==> config.mk <==
export PLATFORM = sky130hd
export DESIGN_NAME = msw_trap_unit
export DESIGN_NICKNAME = d
export VERILOG_FILES = /design/src/rtl/msw_pkg.sv /design/src/rtl/msw_reg.sv /design/src/rtl/trap_eval.sv /design/src/rtl/exc_pulse.sv /design/src/rtl/msw_trap_unit.sv
export SDC_FILE = /design/constraint.sdc
export NUM_CORES = 1
export LEC_CHECK = 0
export BUFFER_PORTS_ARGS = -buffer_cell sky130_fd_sc_hd__buf_2
export CAP_MARGIN = 20
export CORE_UTILIZATION = 45
export DETAILED_ROUTE_END_ITERATION = 8
export GPL_TIMING_DRIVEN = 0
export PLACE_DENSITY_LB_ADDON = 0.25
export RECOVER_POWER = 100
export SETUP_SLACK_MARGIN = 0.3
export SLEW_MARGIN = 20
export SYNTH_ARGS = -nofsm -noshare
export SYNTH_HDL_FRONTEND = slang
export SYNTH_HIERARCHICAL = 1
export SYNTH_SLANG_ARGS = --single-unit
==> constraint.sdc <==
create_clock -name clk_i -period 2.8 [get_ports clk_i]
set_clock_uncertainty 0.15 [all_clocks]
set_input_delay 0.28 -clock clk_i [delete_from_list [all_inputs] [get_ports clk_i]]
set_output_delay 0.28 -clock clk_i [all_outputs]
set_load 0.01 [all_outputs]
==> src/rtl/msw_pkg.sv <==
package msw_pkg;
  typedef enum logic [2:0] {
    OP_NONE  = 3'd0,
    OP_LMSW  = 3'd1,
    OP_SMSW  = 3'd2,
    OP_CLTS  = 3'd3,
    OP_EXT   = 3'd4,
    OP_WAIT  = 3'd5,
    OP_IO    = 3'd6,
    OP_OTHER = 3'd7
  } op_kind_e;

  localparam int unsigned MSW_W  = 4;
  localparam int unsigned BIT_PE = 0;
  localparam int unsigned BIT_MP = 1;
  localparam int unsigned BIT_EM = 2;
  localparam int unsigned BIT_TS = 3;
endpackage

==> src/rtl/msw_reg.sv <==
module msw_reg
  import msw_pkg::*;
(
  input  logic             clk_i,
  input  logic             rst_ni,
  input  logic             op_valid_i,
  input  op_kind_e         op_kind_i,
  input  logic [MSW_W-1:0] wr_data_i,
  output logic [MSW_W-1:0] msw_o
);
  logic [MSW_W-1:0] msw_q, msw_d;

  always_comb begin
    msw_d = msw_q;
    if (op_valid_i) begin
      unique case (op_kind_i)
        OP_LMSW: begin
          msw_d = wr_data_i;
          msw_d[BIT_PE] = wr_data_i[BIT_PE] | msw_q[BIT_PE]; // PE is sticky
        end
        OP_CLTS: msw_d[BIT_TS] = 1'b0;
        default: ;
      endcase
    end
  end

  always_ff @(posedge clk_i or negedge rst_ni) begin
    if (!rst_ni) msw_q <= '0;
    else         msw_q <= msw_d;
  end

  assign msw_o = msw_q;

  a_r3_pe_sticky: assert property (@(posedge clk_i) disable iff (!rst_ni)
    msw_q[BIT_PE] |=> msw_q[BIT_PE]);

  a_r4_clts_keeps: assert property (@(posedge clk_i) disable iff (!rst_ni)
    (op_valid_i && op_kind_i == OP_CLTS) |=> (!msw_q[BIT_TS] && $stable(msw_q[BIT_EM:BIT_PE])));

  a_r11_idle_stable: assert property (@(posedge clk_i) disable iff (!rst_ni)
    !op_valid_i |=> $stable(msw_q));
endmodule

==> src/rtl/trap_eval.sv <==
module trap_eval
  import msw_pkg::*;
#(
  parameter int unsigned VEC_W  = 8,
  parameter int unsigned VEC_NM = 7,
  parameter int unsigned VEC_GP = 13
) (
  input  logic             op_valid_i,
  input  op_kind_e         op_kind_i,
  input  logic [MSW_W-1:0] msw_i,
  input  logic [1:0]       cpl_i,
  input  logic [1:0]       iopl_i,
  output logic             trap_o,
  output logic [VEC_W-1:0] vec_o
);
  localparam logic [VEC_W-1:0] NM = VEC_W'(VEC_NM);
  localparam logic [VEC_W-1:0] GP = VEC_W'(VEC_GP);

  always_comb begin
    trap_o = 1'b0;
    vec_o  = '0;
    if (op_valid_i) begin
      unique case (op_kind_i)
        OP_EXT: begin
          // EM checked ahead of TS
          if (msw_i[BIT_EM])      begin trap_o = 1'b1; vec_o = NM; end
          else if (msw_i[BIT_TS]) begin trap_o = 1'b1; vec_o = NM; end
        end
        OP_WAIT: if (msw_i[BIT_MP] && msw_i[BIT_TS]) begin
          trap_o = 1'b1; vec_o = NM;
        end
        OP_IO: if (msw_i[BIT_PE] && (cpl_i > iopl_i)) begin
          trap_o = 1'b1; vec_o = GP;
        end
        default: ;
      endcase
    end
  end
endmodule

==> src/rtl/exc_pulse.sv <==
module exc_pulse #(
  parameter int unsigned VEC_W = 8
) (
  input  logic             clk_i,
  input  logic             rst_ni,
  input  logic             trap_i,
  input  logic [VEC_W-1:0] vec_i,
  output logic             req_o,
  output logic [VEC_W-1:0] vec_o
);
  always_ff @(posedge clk_i or negedge rst_ni) begin
    if (!rst_ni) begin
      req_o <= 1'b0;
      vec_o <= '0;
    end else begin
      req_o <= trap_i;
      if (trap_i) vec_o <= vec_i;
    end
  end

  a_r10_vec_hold: assert property (@(posedge clk_i) disable iff (!rst_ni)
    !trap_i |=> $stable(vec_o));
endmodule

==> src/rtl/msw_trap_unit.sv <==
module msw_trap_unit
  import msw_pkg::*;
#(
  parameter int unsigned WORD_W = 16,
  parameter int unsigned VEC_W  = 8,
  parameter int unsigned VEC_NM = 7,
  parameter int unsigned VEC_GP = 13
) (
  input  logic              clk_i,
  input  logic              rst_ni,
  input  logic              op_valid_i,
  input  logic [2:0]        op_kind_i,
  input  logic [MSW_W-1:0]  wr_data_i,
  input  logic [1:0]        cpl_i,
  input  logic [1:0]        iopl_i,
  output logic [WORD_W-1:0] msw_o,
  output logic              pmode_o,
  output logic              exc_req_o,
  output logic [VEC_W-1:0]  exc_vec_o
);
  localparam int unsigned PAD_W = WORD_W - MSW_W;

  op_kind_e         kind;
  logic [MSW_W-1:0] msw_q;
  logic             trap;
  logic [VEC_W-1:0] trap_vec;

  assign kind = op_kind_e'(op_kind_i);

  msw_reg u_reg (
    .clk_i, .rst_ni, .op_valid_i,
    .op_kind_i (kind),
    .wr_data_i,
    .msw_o     (msw_q)
  );

  trap_eval #(.VEC_W(VEC_W), .VEC_NM(VEC_NM), .VEC_GP(VEC_GP)) u_eval (
    .op_valid_i,
    .op_kind_i (kind),
    .msw_i     (msw_q),
    .cpl_i, .iopl_i,
    .trap_o    (trap),
    .vec_o     (trap_vec)
  );

  exc_pulse #(.VEC_W(VEC_W)) u_pulse (
    .clk_i, .rst_ni,
    .trap_i (trap),
    .vec_i  (trap_vec),
    .req_o  (exc_req_o),
    .vec_o  (exc_vec_o)
  );

  assign msw_o   = {{PAD_W{1'b0}}, msw_q};
  assign pmode_o = msw_q[BIT_PE];

  a_r2_upper_zero: assert property (@(posedge clk_i) disable iff (!rst_ni)
    msw_o[WORD_W-1:MSW_W] == '0);

  a_r9_real_io_pass: assert property (@(posedge clk_i) disable iff (!rst_ni)
    (op_valid_i && kind == OP_IO && !pmode_o) |=> !exc_req_o);

  a_r10_req_from_strobe: assert property (@(posedge clk_i) disable iff (!rst_ni)
    exc_req_o |-> $past(op_valid_i));

  a_r10_vec_legal: assert property (@(posedge clk_i) disable iff (!rst_ni)
    exc_req_o |-> (exc_vec_o == VEC_W'(VEC_NM) || exc_vec_o == VEC_W'(VEC_GP)));

  a_r10_no_trap_smsw: assert property (@(posedge clk_i) disable iff (!rst_ni)
    (op_valid_i && kind == OP_SMSW) |=> !exc_req_o);
endmodule

==> impl_metrics.ini, run 1 <==
[status]
outcome = complete, but fails checks
violations = DRC

[routing]
drt_iter0_drc = 2
drc = 2
vias_per_cell = 4.234
wl_per_cell_um = 9.484
drt_pass1_iterations = 5
routed_wl_um = 1214
vias = 542
final_antenna_net_count = 0

[clock_tree]
cts.sinks = 13
cts_buffers = 3
htree_levels = 1
root_buffer = clkbuf_4
post_cts_buffers = 0
cts_tree = built
cts_max_path_buffers = 2
clk_latency_ns = 0.27
path_clk_slew_ns = 0.08

[pwr]
power_density_nw_per_um2 = 532.6
p_leak_nw = 0.5358
vdd_drop_max_v = 0.0003618

[setup_path]
r2r_cells = 5
reg2reg_from = u_reg/msw_o[1]
cp_cell_sequence = buf_2, ha_1, nand2_1, nand3_1, o31ai_1, clkbuf_1, mux2_1
reg2reg_to = u_pulse/vec_o[6]
crit_family = buffers and inverters
criticalPathCategory = in -> reg
critPathLaunch = cpl_i[1]
start_kind = primary input
reg2reg_slack_ns = 0.74
crit_fanout = 8
critPathArrivalTime_ns = 2.06
endpoint_kind = flip-flop
worst-path-stages = 7
crit_buf_inv = 2
cp.required_ns = 2.80
worstSetupEndpoint = u_pulse/vec_o[6]
slowest_delay_ns = 0.43
cp_slowest_cell = o31ai_1

[floorplanning]
core_area_um2 = 1559
die_y_um = 43.59
dieArea_um2 = 1900
num_io_pins = 40
die_width_um = 43.59
start_util_pct = 49.92
row_count = 14

[final_layout]
final_area_um2 = 968.4
drive_above_1_share_pct = 33.04
area_growth_pct = 24.44
diodes = 0
final_nets = 129
utilization_pct = 62.12

[place]
gp_congestion = 0.6415
portBuffers = 27
place_area_um2 = 985.9
post-dp-hpwl_um = 967.4

[global_route]
grt_pass1_wl_um = 1987
overflow = 0
antenna_found_initial = 0
grt_pass1_vias = 487
grt_start_max_net_pins = 14
track_usage_pct = 14.71

[synth]
synth_seq_cells = 13
yosysSeqAreaShare_pct = 41.80
synth.distinct_cells = 22
yosysWarnings = 6
synth_area_per_cell_um2 = 11.79
syn_area_um2 = 778.2
syn-instance-count = 66

[timing]
max_freq_mhz = 485.7
setup-violations-final = 0
tns_ns = 0
worst_pin_slew_ns = 0.6853
min_period_ns = 2.059
period_share_pct = 73.53
hold_viol_final = 0
drv_slew = 0
rsz0062_at_grt = no
slew_headroom_pct = 54.31

[worst_hold_path]
min_path_type = in -> reg

[job]
max_cap_violations = 0
report_power, final:
group / internal, mW / leakage, nW / switching [mW]
clock: 0.0551 / 0.0150 / 0.0559
sequential: 0.230 / 0.165 / 0.0229
combinational: 0.0749 / 0.356 / 0.0770
total: 0.360 / 0.536 / 0.156
cell usage after synthesis:
cell / count / area, um2
nor3_1: 1 / 5.000
mux2_2: 1 / 11.26
and3b_1: 1 / 8.760
o211ai_1: 1 / 7.510
a21boi_0: 1 / 7.510
nand3_1: 1 / 5.000
buf_6: 1 / 11.26
or3_1: 1 / 6.260
o31ai_1: 1 / 7.510
nand2_1: 1 / 3.750
dfrtp_1: 13 / 325.3
nand3b_1: 1 / 7.510
a31o_2: 1 / 8.760
mux2_1: 2 / 22.52
and2b_2: 1 / 8.760
a21oi_1: 1 / 5.000
and4bb_1: 1 / 12.51
inv_1: 5 / 18.77
mux2_4: 8 / 120.1
buf_4: 19 / 142.6
ha_1: 2 / 25.02
conb_1: 2 / 7.510
flip-flops by register name (all words and copies together), names as in the netlist:
register and flops:
u_pulse/vec_o 8, u_pulse/req_o 1, u_reg/msw_o 4
metrics by stage:
step / setup slack [ns] / hold slack, ns / total power [mW] / cells
final: 0.7413 / 0.07681 / 0.5158 / 128
after global routing: 0.6156 / 0.07763 / 0.5533 / 128
after CTS: 0.9486 / 0.06853 / 0.5638 / 128
after detailed placement: 0.6853 / 0.03003 / 0.4466 / 123
after global placement: 0.6786 / 0.02764 / 0.4430 / 123
after floorplan: 0.9122 / -0.1656 / 0.3779 / 80
cells by family after synthesis:
group / synth area share [%]
buffers and inverters: 22.19
flip-flops: 41.80
multiplexers: 19.78
AND/OR/NAND/NOR: 7.395
AO/OA/AOI/OAI: 4.663
adder cells (fa/ha/maj): 3.215
other: 0.9650
worst min path at each step:
stage          depth (start not counted)                to          from
2_1_floorplan                          0     u_pulse/req_o        rst_ni
3_3_place_gp                           1     u_pulse/req_o        rst_ni
3_5_place_dp                           1  u_pulse/vec_o[0]        rst_ni
4_1_cts                                2    u_reg/msw_o[1]  wr_data_i[1]
5_1_grt                                2    u_reg/msw_o[1]  wr_data_i[1]
6_report                               2    u_reg/msw_o[1]  wr_data_i[1]
per-layer routing:
metal / global-route usage [%] / routed length (um)
met1: 15.57 / 488
met5: 0 / 0
met3: 7.083 / 114
met4: 5.625 / 6
met2: 25.07 / 605
repair_timing:
item / in CTS / in global routing
endpoints found under the setup margin: 0 / 0
resized for setup: 0 / 0
hold endpoints to repair: 13 / 0
hold buffers: 1 / 0
area by class of cell:
cell class	count	area [um2]
Clock buffer	4	26.28
Fill cell	154	590.6
Timing Repair Buffer	28	125.1
Buffer	20	146.4
Multi-Input combinational cell	42	306.5
Tap cell	16	20.02
Sequential cell	13	325.3
Inverter	5	18.77
layout by cell type, fill, tap and decap left out:
master,netlist,final
buf_4,19,18
clkbuf_1,0,18
conb_1,2,16
dfrtp_1,13,13
buf_2,0,11
mux2_1,2,9
inv_1,5,5
clkbuf_4,0,4
ha_1,2,2
dlygate4sd3_1,0,1
a21oi_1,1,1
nand3b_1,1,1
nand2_1,1,1
nand3_1,1,1
a21boi_0,1,1
o211ai_1,1,1
or3_1,1,1
o31ai_1,1,1
nor3_1,1,1
mux2_4,8,1
and4bb_1,1,1
and2b_2,1,1
and3b_1,1,1
mux2_2,1,1
a31o_2,1,1
Note: power is estimated with default switching activity, not from simulation.
==> run 2: changes to the inputs <==
--- a/config.mk
+++ b/config.mk
@@ -7,7 +7,7 @@
 export LEC_CHECK = 0
 export BUFFER_PORTS_ARGS = -buffer_cell sky130_fd_sc_hd__buf_2
 export CAP_MARGIN = 20
-export CORE_UTILIZATION = 45
+export CORE_UTILIZATION = 40
 export DETAILED_ROUTE_END_ITERATION = 8
 export GPL_TIMING_DRIVEN = 0
 export PLACE_DENSITY_LB_ADDON = 0.25
==> constraint.sdc (replaced) <==
create_clock -name clk_i -period 1.7 [get_ports clk_i]
set_clock_uncertainty 0.15 [all_clocks]
set_input_delay 0.17 -clock clk_i [delete_from_list [all_inputs] [get_ports clk_i]]
set_output_delay 0.17 -clock clk_i [all_outputs]
set_load 0.01 [all_outputs]
==> run 2 against run 1 <==
The run ends with setup timing left. Core utilization shrank 1.0 points. Non-clock buffer count grew 6. Largest power group unchanged. Global-route usage increased by 0.34 points. Critical path type is now reg -> reg. Total power increased by 80%. Sequential cell count unchanged. Critical endpoint is now u_pulse/vec_o[4].
==> impl_metrics.ini, run 2 (same netlist as run 1, synthesis figures left out) <==
[floorplanning]
dieArea_um2 = 2126
core_area_um2 = 1783
num_io_pins = 40
row_count = 15
die_y_um = 46.11
die_width_um = 46.11
start_util_pct = 43.65

[timing]
layout_setup_ws_ns = -0.009788
setup-violations-final = 8
slew_headroom_pct = 54.22
max_freq_mhz = 584.9
hold_viol_final = 0
hold_ws_ns = 0.09377
rsz0062_at_grt = yes
drv_slew = 0
period_share_pct = 100.6
min_period_ns = 1.710
tns_ns = -0.04727
worst_pin_slew_ns = 0.6866

[final_layout]
fillers = 154
largest_reg_flops = 8
final_common_cell = buf_4
utilization_pct = 61.12
diodes = 0
layout.area.seq_um2 = 325.3
final_nets = 135
area_growth_pct = 40.03
multiInputGateArea_um2 = 351.6
final_area_um2 = 1090
regMostFlops = u_pulse/vec_o
drive_above_1_share_pct = 45.76
most-common-layout-cells = 21 x buf_4, 16 x conb_1, 15 x buf_2, 13 x clkbuf_1, 13 x dfrtp_1
final_cells = 143

[setup_path]
endpoint_kind = flip-flop
cp.required_ns = 1.71
critPathArrivalTime_ns = 1.72
criticalPathCategory = reg -> reg
start_kind = flip-flop
crit_fanout = 8

[clock_tree]
cts.repair.resized = 0
root_buffer = clkbuf_4
cts_buffers = 3
cts_tree = built
path_clk_slew_ns = 0.07
htree_levels = 1
cts.sinks = 13
cts_max_path_buffers = 2
clk_latency_ns = 0.27

[routing]
drt_iter0_drc = 2
vias_per_cell = 4.098
wl_met2_um = 664
final_antenna_net_count = 0
wl_met3_um = 86
vias = 586
met1_length_um = 557
wl_per_cell_um = 9.455
drc = 0
drt_pass1_iterations = 2
routed_wl_um = 1352
highest_layer = met4

[pwr]
p_leak_nw = 0.5950
p_sw_uw = 276.7
p_clk_share_pct = 20.2
power_uw = 927.9
power_density_nw_per_um2 = 851.5
sequentialPowerShare_pct = 45.6
combPwrFrac_pct = 34.2
intPower_uw = 651.2
p_sw_share_pct = 29.82
vdd_drop_max_v = 0.0004134

[global_route]
grt_start_max_net_pins = 14
grt_pass1_wl_um = 2221
antenna_found_initial = 0
grt_pass1_vias = 561
track_usage_pct = 15.04
overflow = 0

[job]
max_cap_violations = 0

[worst_hold_path]
min_path_type = in -> reg

[place]
portBuffers = 27
dp.cells = 132
dpl_worst_slack_ns = -0.1449
gp_congestion = 0.7162
place_area_um2 = 1016
post-dp-hpwl_um = 995.7

[status]
outcome = complete, but fails checks
violations = setup timing
## run 2: power groups by stage
stage	logic, mW	registers (mW)	clock network, mW
after CTS	0.337	0.422	0.197
after global placement	0.311	0.425	0
after detailed placement	0.316	0.428	0
after global routing	0.347	0.435	0.211
final	0.318	0.423	0.187
after floorplan	0.171	0.458	0
## run 2: area by class of cell
| class | count | area share, % |
|---|---|---|
| plain buffers | 20 | 14.12 |
| repair buffers | 34 | 16.76 |
| well taps | 25 | 2.870 |
| clock buffers | 4 | 2.411 |
| inverters | 5 | 1.722 |
| multi-input cells | 42 | 32.26 |
| flip-flops and latches | 13 | 29.85 |
## run 2: final timing paths
path / cells after the start / to / slack [ns] / from
max in group asynchronous: 2 / u_pulse/vec_o[6] / 0.64 / rst_ni
setup reg to reg: 5 / u_pulse/vec_o[4] / -0.01 / u_reg/msw_o[3]
hold reg to reg: 1 / u_pulse/vec_o[1] / 0.36 / u_pulse/vec_o[1]
min in group asynchronous: 2 / u_reg/msw_o[3] / 0.32 / rst_ni
hold / removal: 3 / u_reg/msw_o[0] / 0.09 / op_kind_i[1]
setup / recovery: 5 / u_pulse/vec_o[4] / -0.01 / u_reg/msw_o[3]
## run 2: layer usage
layer,vias up,track usage (%)
met5,-,0
met4,0,11.76
met3,6,4.314
met2,28,23.38
met1,261,17.16
li1,291,-
## run 2: critical path, stage by stage, from the launching register on
cell	delay [ns]
dfrtp_1	0.40
a21boi_1	0.09
or3_4	0.38
o31ai_4	0.07
buf_6	0.19
mux2_4	0.31
## run 2: repair_timing
| action | in CTS | in global routing |
|---|---|---|
| buffers inserted | 3 | 0 |
| pin swaps | 1 | 0 |
| setup endpoints to repair | 8 | 8 |
| endpoints found under the hold margin | 16 | 0 |
| hold buffers | 4 | 0 |
==> run 3: changes to the inputs <==
==> constraint.sdc (replaced) <==
create_clock -name clk_i -period 1.5 [get_ports clk_i]
set_clock_uncertainty 0.15 [all_clocks]
set_input_delay 0.15 -clock clk_i [delete_from_list [all_inputs] [get_ports clk_i]]
set_output_delay 0.15 -clock clk_i [all_outputs]
set_load 0.01 [all_outputs]
==> run 3 against run 2 <==
The flow still finishes with violations (setup timing). First-iteration DRC count stayed put. Setup slack worse by 0.20 ns. Via count grew 0.51%. Sequential cell count unchanged. Total power up 18%. Routed wire length rose by 0.59%. Sequential share of layout area decreased by 1.1 points. Die area did not move. Global-route usage decreased by 0.18 points. Clock power rose by 13%. Clock-buffer cell count did not move. Combinational power up 28%.
==> impl_metrics.ini, run 3 (same netlist as run 1, synthesis figures left out) <==
[clock_tree]
root_buffer = clkbuf_4
htree_levels = 1
cts_tree = built
cts_buffers = 3
path_clk_slew_ns = 0.07
clk_latency_ns = 0.27
cts.sinks = 13
cts_max_path_buffers = 2

[setup_path]
cp.required_ns = 1.51
crit_fanout = 8
cp_cell_sequence = o211ai_1, or3_4, o31ai_4, buf_6, mux2_4
criticalPathCategory = reg -> reg
slowest_delay_ns = 0.40
cp_slowest_cell = dfrtp_1
start_kind = flip-flop
endpoint_kind = flip-flop
critPathArrivalTime_ns = 1.72

[pwr]
p_sw_uw = 317.6
vdd_drop_max_v = 0.0004905
combPwrFrac_pct = 37.1
sequentialPowerShare_pct = 43.6
p_clk_share_pct = 19.3
p_leak_nw = 0.6444
intPower_uw = 777.9
p_sw_share_pct = 28.99
power_density_nw_per_um2 = 969.6

[routing]
drt_iter0_drc = 2
routed_wl_um = 1360
wl_met3_um = 76
final_antenna_net_count = 0
met1_length_um = 570
drt_pass1_iterations = 3
drc = 0
wl_per_cell_um = 9.444
highest_layer = met4
wl_met2_um = 697
vias_per_cell = 4.090
vias = 589

[global_route]
grt_pass1_wl_um = 2194
overflow = 0
antenna_found_initial = 0
grt_pass1_vias = 553
track_usage_pct = 14.87
grt_start_max_net_pins = 14

[place]
gp_congestion = 0.7162
dpl_worst_slack_ns = -0.3249
post-dp-hpwl_um = 995.7
portBuffers = 27
place_area_um2 = 1016

[final_layout]
area_growth_pct = 45.18
regMostFlops = u_pulse/vec_o
final_area_um2 = 1130
most-common-layout-cells = 23 x buf_2, 21 x buf_4, 16 x conb_1, 13 x dfrtp_1, 8 x mux2_4
drive_above_1_share_pct = 54.62
diodes = 0
final_nets = 136
final_common_cell = buf_2
fillers = 147
largest_reg_flops = 8

[job]
max_cap_violations = 0

[floorplanning]
die_y_um = 46.11
die_width_um = 46.11
row_count = 15
num_io_pins = 40
dieArea_um2 = 2126
start_util_pct = 43.65
core_area_um2 = 1783

[timing]
min_period_ns = 1.705
hold_ws_ns = 0.07699
worst_pin_slew_ns = 0.6876
setup-violations-final = 8
period_share_pct = 113.7
layout_setup_ws_ns = -0.2053
rsz0062_at_grt = yes
max_freq_mhz = 586.4
hold_viol_final = 0
drv_slew = 0
slew_headroom_pct = 54.16

[worst_hold_path]
min_path_type = in -> reg

[status]
outcome = complete, but fails checks
violations = setup timing
[run 3: cell count changes in the layout (fill, tap and decap cells not counted), sizes merged]
| cell | previous run | this run |
|---|---|---|
| buf | 37 | 49 |
| clkbuf | 17 | 6 |
[run 3: worst paths after layout]
| kind | startpoint | endpoint | slack [ns] | cells after the start |
|---|---|---|---|---|
| min in group asynchronous | rst_ni | u_reg/msw_o[0] | 0.28 | 2 |
| min | op_kind_i[1] | u_reg/msw_o[0] | 0.08 | 3 |
| min reg2reg | u_pulse/vec_o[1] | u_pulse/vec_o[1] | 0.36 | 1 |
| max reg2reg | u_reg/msw_o[3] | u_pulse/vec_o[4] | -0.21 | 5 |
| max in group asynchronous | rst_ni | u_reg/msw_o[1] | 0.49 | 2 |
| max | u_reg/msw_o[3] | u_pulse/vec_o[4] | -0.21 | 5 |
[run 3: stage by stage]
step                utilization (%)  TNS (ns)  instances  power (mW)
global route                  63.37    -2.137        144       1.172
finish                        63.37    -1.596        144       1.095
floorplan                         -    -1.665         80      0.7126
global placement              56.98    -2.479        132      0.8339
CTS                           62.46    -1.426        143       1.091
detailed placement            56.98    -2.550        132      0.8433
[run 3: critical path: cells and delay by family, from the launching register on]
kind | cells | cell delay [ns]
DFF | 1 | 0.40
AOI/OAI and AO/OA | 2 | 0.19
buffers and inverters | 1 | 0.19
and+or+nand+nor | 1 | 0.35
muxes | 1 | 0.31
[run 3: final cells by class]
type                       instances  area [um2]  share of cell area [%]
timing repair buffer              35       219.0                   19.38
multi-input combinational         42       351.6                   31.12
clock buffer                       4       26.28                   2.326
buffer                            20       157.7                   13.95
inverter                           5       18.77                   1.661
tap                               25       31.28                   2.769
sequential                        13       325.3                   28.79
[run 3: repair_timing]
action                                  4_1_cts  5_1_grt
resized for setup                             3        3
gates cloned                                  0        0
hold buffers                                  4        0
pin swaps                                     1        0
hold endpoints to repair                     16        0
endpoints found under the setup margin       10       11
buffers inserted                              3        1
[run 3: power groups by stage]
| stage | Combinational, mW | Sequential (mW) | Clock [mW] |
|---|---|---|---|
| 6_report | 0.407 | 0.477 | 0.211 |
| 3_5_place_dp | 0.358 | 0.485 | 0 |
| 4_1_cts | 0.391 | 0.478 | 0.223 |
| 3_3_place_gp | 0.352 | 0.482 | 0 |
| 2_1_floorplan | 0.193 | 0.519 | 0 |
| 5_1_grt | 0.444 | 0.489 | 0.239 |
[run 3: layer usage]
layer	global-route usage (%)	up-vias
met5	0	-
li1	-	293
met4	8.824	0
met2	24.23	24
met3	3.529	2
met1	17.60	270
